**config.mk**
```make
export PLATFORM = sky130hd
export DESIGN_NAME = sps_shift_port
export DESIGN_NICKNAME = d
export VERILOG_FILES = /design/src/rtl/sps_pkg.sv /design/src/rtl/sps_ctrl.sv /design/src/rtl/sps_datapath.sv /design/src/rtl/sps_shift_port.sv
export SDC_FILE = /design/constraint.sdc
export NUM_CORES = 1
export LEC_CHECK = 0
export BUFFER_PORTS_ARGS = -buffer_cell sky130_fd_sc_hd__buf_2
export CAP_MARGIN = 20
export CORE_MARGIN = 5
export CORE_UTILIZATION = 55
export CTS_CLUSTER_SIZE = 24
export DETAILED_ROUTE_END_ITERATION = 16
export PLACE_DENSITY = 0.72
export REMOVE_ABC_BUFFERS = 1
export SLEW_MARGIN = 20
export SYNTH_ARGS = -nofsm -noshare
export SYNTH_HDL_FRONTEND = slang
export SYNTH_SLANG_ARGS = --single-unit
```
**constraint.sdc**
```tcl
create_clock -name clk -period 3.8 [get_ports clk]
set_input_delay 0.95 -clock clk [delete_from_list [all_inputs] [get_ports clk]]
set_output_delay 0.95 -clock clk [all_outputs]
set_load 0.05 [all_outputs]
```
**src/rtl/sps_pkg.sv**
```systemverilog
package sps_pkg;
  typedef struct packed {
    logic loadTx;     // capture a byte for sending
    logic driveBit;   // put the next bit on the line
    logic sampleBit;  // take the line value into the receive shifter
    logic commitRx;   // move the received byte into the buffer
  } spsStrobes_t;

  typedef enum logic [1:0] {
    ST_IDLE   = 2'd0,
    ST_TX     = 2'd1,
    ST_RX     = 2'd2,
    ST_RXWAIT = 2'd3
  } spsState_e;
endpackage

```
**src/rtl/sps_ctrl.sv**
```systemverilog
module sps_ctrl
  import sps_pkg::*;
#(
  parameter int DATA_W   = 8,
  parameter int DIV_FAST = 4,
  parameter int DIV_SLOW = 12,
  parameter int MACH_CYC = 12
) (
  input  logic        clk,
  input  logic        rstN,
  input  logic        regWr,
  input  logic        regAddr,
  input  logic [3:0]  ctrlWdata,
  output logic        sclk,
  output logic        sdOe,
  output logic        rxFull,
  output logic        txDone,
  output logic        rxEn,
  output logic        fastSel,
  output spsStrobes_t strobes
);
  localparam int PH_W = $clog2(DIV_SLOW + 1);
  localparam int BC_W = $clog2(DATA_W);
  localparam int MC_W = $clog2(MACH_CYC);
  localparam logic [BC_W-1:0] LAST_BIT   = BC_W'(DATA_W - 1);
  localparam logic [PH_W-1:0] DIV_FAST_V = PH_W'(DIV_FAST);
  localparam logic [PH_W-1:0] DIV_SLOW_V = PH_W'(DIV_SLOW);
  localparam logic [MC_W-1:0] WAIT_LAST  = MC_W'(MACH_CYC - 1);

  spsState_e       state;
  logic [PH_W-1:0] ph;
  logic [PH_W-1:0] curDiv;
  logic [PH_W-1:0] half;
  logic [BC_W-1:0] bitCnt;
  logic [MC_W-1:0] waitCnt;
  logic            sclkQ, sdOeQ, rxFullQ, txDoneQ, rxEnQ, fastQ;

  logic dataWr, ctrlWr, active, phLast, sampleNow, txEnd, rxStart;

  assign dataWr    = regWr && !regAddr;
  assign ctrlWr    = regWr && regAddr;
  assign half      = curDiv >> 1;
  assign active    = (state == ST_TX) || (state == ST_RX);
  assign phLast    = (ph == curDiv - PH_W'(1));
  assign sampleNow = (state == ST_RX) && (ph == half + PH_W'(1));
  assign txEnd     = (state == ST_TX) && phLast && (bitCnt == LAST_BIT);
  assign rxStart   = (state == ST_IDLE) && !dataWr && rxEnQ && !rxFullQ;

  always_comb begin
    strobes.loadTx    = (state == ST_IDLE) && dataWr;
    strobes.driveBit  = (state == ST_TX) && (ph == '0);
    strobes.sampleBit = sampleNow;
    strobes.commitRx  = (state == ST_RXWAIT) && (waitCnt == WAIT_LAST);
  end

  // sequencer: phase within a bit, bit index, post-receive wait
  always_ff @(posedge clk or negedge rstN) begin
    if (!rstN) begin
      state   <= ST_IDLE;
      ph      <= '0;
      bitCnt  <= '0;
      waitCnt <= '0;
      curDiv  <= DIV_SLOW_V;
    end else begin
      unique case (state)
        ST_IDLE: begin
          if (dataWr || rxStart) begin
            state  <= dataWr ? ST_TX : ST_RX;
            ph     <= '0;
            bitCnt <= '0;
            curDiv <= fastQ ? DIV_FAST_V : DIV_SLOW_V;
          end
        end
        ST_TX: begin
          if (phLast) begin
            ph <= '0;
            if (bitCnt == LAST_BIT) state <= ST_IDLE;
            else bitCnt <= bitCnt + BC_W'(1);
          end else begin
            ph <= ph + PH_W'(1);
          end
        end
        ST_RX: begin
          if (sampleNow && bitCnt == LAST_BIT) begin
            state   <= ST_RXWAIT;
            ph      <= '0;
            waitCnt <= '0;
          end else if (phLast) begin
            ph     <= '0;
            bitCnt <= bitCnt + BC_W'(1);
          end else begin
            ph <= ph + PH_W'(1);
          end
        end
        ST_RXWAIT: begin
          if (strobes.commitRx) state <= ST_IDLE;
          else waitCnt <= waitCnt + MC_W'(1);
        end
        default: state <= ST_IDLE;
      endcase
    end
  end

  // pin registers: clock low for the first half of a bit after phase 0
  always_ff @(posedge clk or negedge rstN) begin
    if (!rstN) begin
      sclkQ <= 1'b1;
      sdOeQ <= 1'b0;
    end else begin
      sclkQ <= !(active && ph >= PH_W'(1) && ph <= half);
      if (strobes.loadTx) sdOeQ <= 1'b1;
      else if (txEnd)     sdOeQ <= 1'b0;
    end
  end

  // control and status register
  always_ff @(posedge clk or negedge rstN) begin
    if (!rstN) begin
      rxFullQ <= 1'b0;
      txDoneQ <= 1'b0;
      rxEnQ   <= 1'b0;
      fastQ   <= 1'b0;
    end else begin
      if (strobes.commitRx)            rxFullQ <= 1'b1;
      else if (ctrlWr && !ctrlWdata[0]) rxFullQ <= 1'b0;
      if (txEnd)                       txDoneQ <= 1'b1;
      else if (ctrlWr && !ctrlWdata[1]) txDoneQ <= 1'b0;
      if (ctrlWr) begin
        rxEnQ <= ctrlWdata[2];
        fastQ <= ctrlWdata[3];
      end
    end
  end

  assign sclk    = sclkQ;
  assign sdOe    = sdOeQ;
  assign rxFull  = rxFullQ;
  assign txDone  = txDoneQ;
  assign rxEn    = rxEnQ;
  assign fastSel = fastQ;

  p_clk_idle_high_r1: assert property (@(posedge clk) disable iff (!rstN)
    (state == ST_IDLE && $past(state) == ST_IDLE) |-> sclkQ);
  p_phase_in_range_r3: assert property (@(posedge clk) disable iff (!rstN)
    active |-> (ph < curDiv));
  p_div_latched_r3: assert property (@(posedge clk) disable iff (!rstN)
    (active && $past(active)) |-> $stable(curDiv));
  p_txdone_sticky_r5: assert property (@(posedge clk) disable iff (!rstN)
    (txDoneQ && !(ctrlWr && !ctrlWdata[1])) |=> txDoneQ);
  p_rx_not_driven_r7: assert property (@(posedge clk) disable iff (!rstN)
    (state == ST_RX) |-> !sdOeQ);
  p_full_blocks_rx_r9: assert property (@(posedge clk) disable iff (!rstN)
    rxFullQ |-> (state != ST_RX));
endmodule

```
**src/rtl/sps_datapath.sv**
```systemverilog
module sps_datapath
  import sps_pkg::*;
#(
  parameter int DATA_W = 8
) (
  input  logic              clk,
  input  logic              rstN,
  input  spsStrobes_t       strobes,
  input  logic [DATA_W-1:0] wrData,
  input  logic              sdIn,
  output logic              sdOut,
  output logic [DATA_W-1:0] rxBuf
);
  logic [DATA_W-1:0] txShift;
  logic [DATA_W-1:0] rxShift;
  logic [DATA_W-1:0] rxBufQ;
  logic              sdOutQ;

  always_ff @(posedge clk or negedge rstN) begin
    if (!rstN) begin
      txShift <= '0;
      sdOutQ  <= 1'b0;
    end else if (strobes.loadTx) begin
      txShift <= wrData;
    end else if (strobes.driveBit) begin
      sdOutQ  <= txShift[0];
      txShift <= txShift >> 1;
    end
  end

  always_ff @(posedge clk or negedge rstN) begin
    if (!rstN) begin
      rxShift <= '0;
      rxBufQ  <= '0;
    end else begin
      if (strobes.sampleBit) rxShift <= {sdIn, rxShift[DATA_W-1:1]};
      if (strobes.commitRx)  rxBufQ  <= rxShift;
    end
  end

  assign sdOut = sdOutQ;
  assign rxBuf = rxBufQ;

  p_commit_loads_r8: assert property (@(posedge clk) disable iff (!rstN)
    strobes.commitRx |=> (rxBufQ == $past(rxShift)));
  p_buffer_holds_r9: assert property (@(posedge clk) disable iff (!rstN)
    !strobes.commitRx |=> $stable(rxBufQ));
  p_drive_sample_apart_r7: assert property (@(posedge clk) disable iff (!rstN)
    !(strobes.driveBit && strobes.sampleBit));
endmodule

```
**src/rtl/sps_shift_port.sv**
```systemverilog
module sps_shift_port
  import sps_pkg::*;
#(
  parameter int DATA_W   = 8,
  parameter int DIV_FAST = 4,
  parameter int DIV_SLOW = 12,
  parameter int MACH_CYC = 12
) (
  input  logic              clk,
  input  logic              rstN,
  input  logic              regWr,
  input  logic              regAddr,
  input  logic [DATA_W-1:0] regWdata,
  output logic [DATA_W-1:0] regRdata,
  input  logic              sdIn,
  output logic              sdOut,
  output logic              sdOe,
  output logic              sclk
);
  spsStrobes_t       strobes;
  logic              rxFull, txDone, rxEn, fastSel;
  logic [DATA_W-1:0] rxBuf;

  sps_ctrl #(
    .DATA_W(DATA_W), .DIV_FAST(DIV_FAST), .DIV_SLOW(DIV_SLOW), .MACH_CYC(MACH_CYC)
  ) ctrl_i (
    .clk(clk), .rstN(rstN), .regWr(regWr), .regAddr(regAddr),
    .ctrlWdata(regWdata[3:0]), .sclk(sclk), .sdOe(sdOe),
    .rxFull(rxFull), .txDone(txDone), .rxEn(rxEn), .fastSel(fastSel),
    .strobes(strobes)
  );

  sps_datapath #(.DATA_W(DATA_W)) dp_i (
    .clk(clk), .rstN(rstN), .strobes(strobes), .wrData(regWdata),
    .sdIn(sdIn), .sdOut(sdOut), .rxBuf(rxBuf)
  );

  assign regRdata = regAddr ? {{(DATA_W-4){1'b0}}, fastSel, rxEn, txDone, rxFull}
                            : rxBuf;
endmodule

```
==> results by group <==
Run status
  • Status: completed

Place
  • Hpwl dp: 3286 um
  • Area after detailed placement: 2495 sq um
  • Placed Cells: 264
  • # port buffers: 23
  • Gpl congestion: 0.7373

Clock tree
  • TritonCTS clock tree: done
  • Worst-skew pair later-pin latency: 0.30 ns
  • Cts hold-fix bufs: 0
  • Post-CTS sizing: 0
  • CTS sink count: 45
  • TritonCTS buffer count: 5
  • Clk root buf: clkbuf_8
  • H-tree Lvls: 2
  • Maximum clock path buffer count: 2
  • Post-CTS Setup Inserts: 0
  • Clk pin slew, worst setup/hold paths: 0.08 ns

Min path
  • Worst hold path class: reg -> reg
  • Hold Crit Depth: 1
  • Hold Path Sink: ctrl_i.curDiv[3]
  • Hold Path Origin: ctrl_i.fastSel

Synthesis
  • Syn_area_per_cell: 11.93 sq um
  • Most frequent cell after synthesis: dfrtp_1
  • Post-synthesis sequential area ratio: 48.00%
  • Synth async-reset ratio: 100.0%
  • Synth cell count leaders: 43 x dfrtp_1, 26 x mux2_2, 15 x nand2_1
  • Mapped Area: 2351 sq um
  • Mux contribution to synthesized area: 17.78%
  • Synthesized instance count: 197
  • Synth Area in Simple Gates: 12.93%
  • Yosys warning total: 0
  • Post-synth top area cell: dfrtp_1
  • Synth Area in XOR/XNOR: 0.6919%
  • Synth Register Bits: 45
  • Synth Area in Adders: 6.919%
  • EDFF count, synth: 0
  • Most used DFF post-synth: dfrtp_1
  • Top cells by area, synth: dfrtp_1 46%, mux2_2 12%, ha_1 6.9%, mux2i_1 4.7%, nand2_1 2.4%
  • Complex-gate fraction of the synthesized area: 10.80%
  • Largest family of logic cells by synthesized area: multiplexers
  • Yosys cell types: 44
  • Top-area cell type share of the netlist area: 45.77%

Worst setup path
  • Critical path required time: 2.85 ns
  • CP max FO: 11
  • Worst R2R Path Depth: 6
  • CP startpoint kind: primary input
  • Reg2Reg Launch Point: ctrl_i.curDiv[3]
  • CP Class: in -> out
  • R2R Path End: ctrl_i.bitCnt[0]
  • CP arrival: 1.74 ns
  • Register-to-register setup slack: 1.67 ns
  • Critical path capture point type: output port

Drt
  • Drt pass-1 iters: 4
  • Post-DR wirelength/cell: 16.03 um
  • Vias/cell: 5.640
  • Total Wirelength: 4359 um
  • DR iter-0 viols: 124
  • Vias: 1,534
  • Post-route antenna net violation count: 0
  • Remaining DRCs: 0

Floorplanning
  • Full die area: 5682 sq um
  • Die Y-Extent: 75.38 um
  • Die X-Extent: 75.38 um
  • Rows: 23
  • Core Area: 4086 sq um
  • I/O pins: 24
  • Initial core utilization: 57.53%

Timing
  • Final hold viol count: 0
  • Slew @ Worst Pin: 0.5884 ns
  • Sum of negative setup slack: 0 ns
  • Slew margin rel.: 60.66%
  • Post-route minimum period: 2.692 ns
  • FMAX: 0.3714 GHz
  • Clock skew: 0.006989 ns
  • Final Max Slew Viols: 0
  • Fin crit share: 70.85%
  • Final setup viols: 0
  • RSZ-0062 raised after global routing: false

Pwr
  • Static Leakage: 1.256 nW
  • Worst vdd ir: 0.3771 mV
  • PD cells: 642.6 nW/um^2

Job
  • Max cap viols: 0

GRT
  • GRT overflow: 0
  • Initial antenna violation count: 0
  • Gr usage total: 17.30%
  • Vias in the first global route: 1,593
  • Largest net degree at the start of global routing: 46
  • First-pass GRT wire length: 7465 um

Layout
  • Final Util: 63.35%
  • Fillers: 329
  • Final Instance Area: 2589 sq um
  • Nets@finish: 247
  • Non-Filler Instances: 272
  • Area delta synth->final: 10.11%
  • Layout cell share with drive strength beyond 1: 31.98%
  • Antenna cells: 0
## state kept, by name (all words and copies together) (netlist names), 2 cells and up
register,flops
dp_i.rxBuf,8
dp_i.rxShift,8
dp_i.txShift,8
ctrl_i.ph,4
ctrl_i.waitCnt,4
ctrl_i.bitCnt,3
ctrl_i.state,2
## cells by family after synthesis
group                      count (synthesis)
DFF                                       45
muxes                                     38
adders and majority gates                 13
AOI/OAI and AO/OA                         35
and+or+nand+nor                           50
xor gates and xnor gates                   1
buffers and inverters                     15
## worst max-delay path, stage by stage
cell	delay, ns
buf_2	0.22
mux2_2	0.36
buf_2	0.21
## placed cells by master, fill, tap and decap left out, types with 2 or more instances in the layout
cell and instances:
dfrtp_1 43, mux2_2 26, buf_2 22, nand2_1 15, ha_1 13, o21ai_0 11
mux2i_1 11, inv_1 9, nor2_1 7, nor2b_1 6, a21oi_1 6, clkbuf_8 5
nand2b_1 4, a22o_1 4, nand3_1 3, clkinvlp_4 3, nor3b_1 2, a32o_1 2
o31ai_1 2, and3_1 2, dfstp_2 2
## power breakdown
part           switching, mW  leakage, nW  internal, mW
Clock                  0.161       0.0364         0.129
Combinational          0.396        0.633         0.298
Sequential            0.0819        0.587         0.598
Total                  0.639         1.26          1.02
## worst max-delay path by stage
| stage | startpoint | to | slack (ns) | depth (start not counted) |
|---|---|---|---|---|
| 3_3_place_gp | regAddr | regRdata[3] | 1.13 | 3 |
| 3_5_place_dp | regAddr | regRdata[0] | 1.11 | 3 |
| 2_1_floorplan | regAddr | regRdata[4] | 1.21 | 1 |
| 5_1_grt | regAddr | regRdata[1] | 1.06 | 3 |
| 6_report | regAddr | regRdata[0] | 1.11 | 3 |
| 4_1_cts | regAddr | regRdata[0] | 1.10 | 3 |
## per-layer routing
layer | share of wire [%] | wire (um) | track usage [%]
met5 | 0 | 0 | 0
met3 | 3.8 | 167 | 4.222
met4 | 1.6 | 68 | 5.631
met2 | 50 | 2191 | 28.76
met1 | 44 | 1931 | 22.29
## final cells by class
cell class | instances | area, sq um | share of cell area [%]
inverter | 9 | 33.78 | 1.305
clock inverter | 3 | 22.52 | 0.8700
timing repair buffer | 23 | 117.6 | 4.543
clock buffer | 5 | 68.82 | 2.658
multi-input combinational | 137 | 1155 | 44.61
sequential | 45 | 1129 | 43.60
tap | 50 | 62.56 | 2.417
## per-stage QoR
stage / power, mW / hold WS, ns / setup slack [ns]
6_report: 1.663 / 0.4665 / 1.108
2_1_floorplan: 1.221 / 0.3936 / 1.211
3_5_place_dp: 1.382 / 0.4527 / 1.107
5_1_grt: 1.791 / 0.5019 / 1.059
3_3_place_gp: 1.331 / 0.4378 / 1.128
4_1_cts: 1.681 / 0.4644 / 1.104
Note: power is estimated with default switching activity, not from simulation.
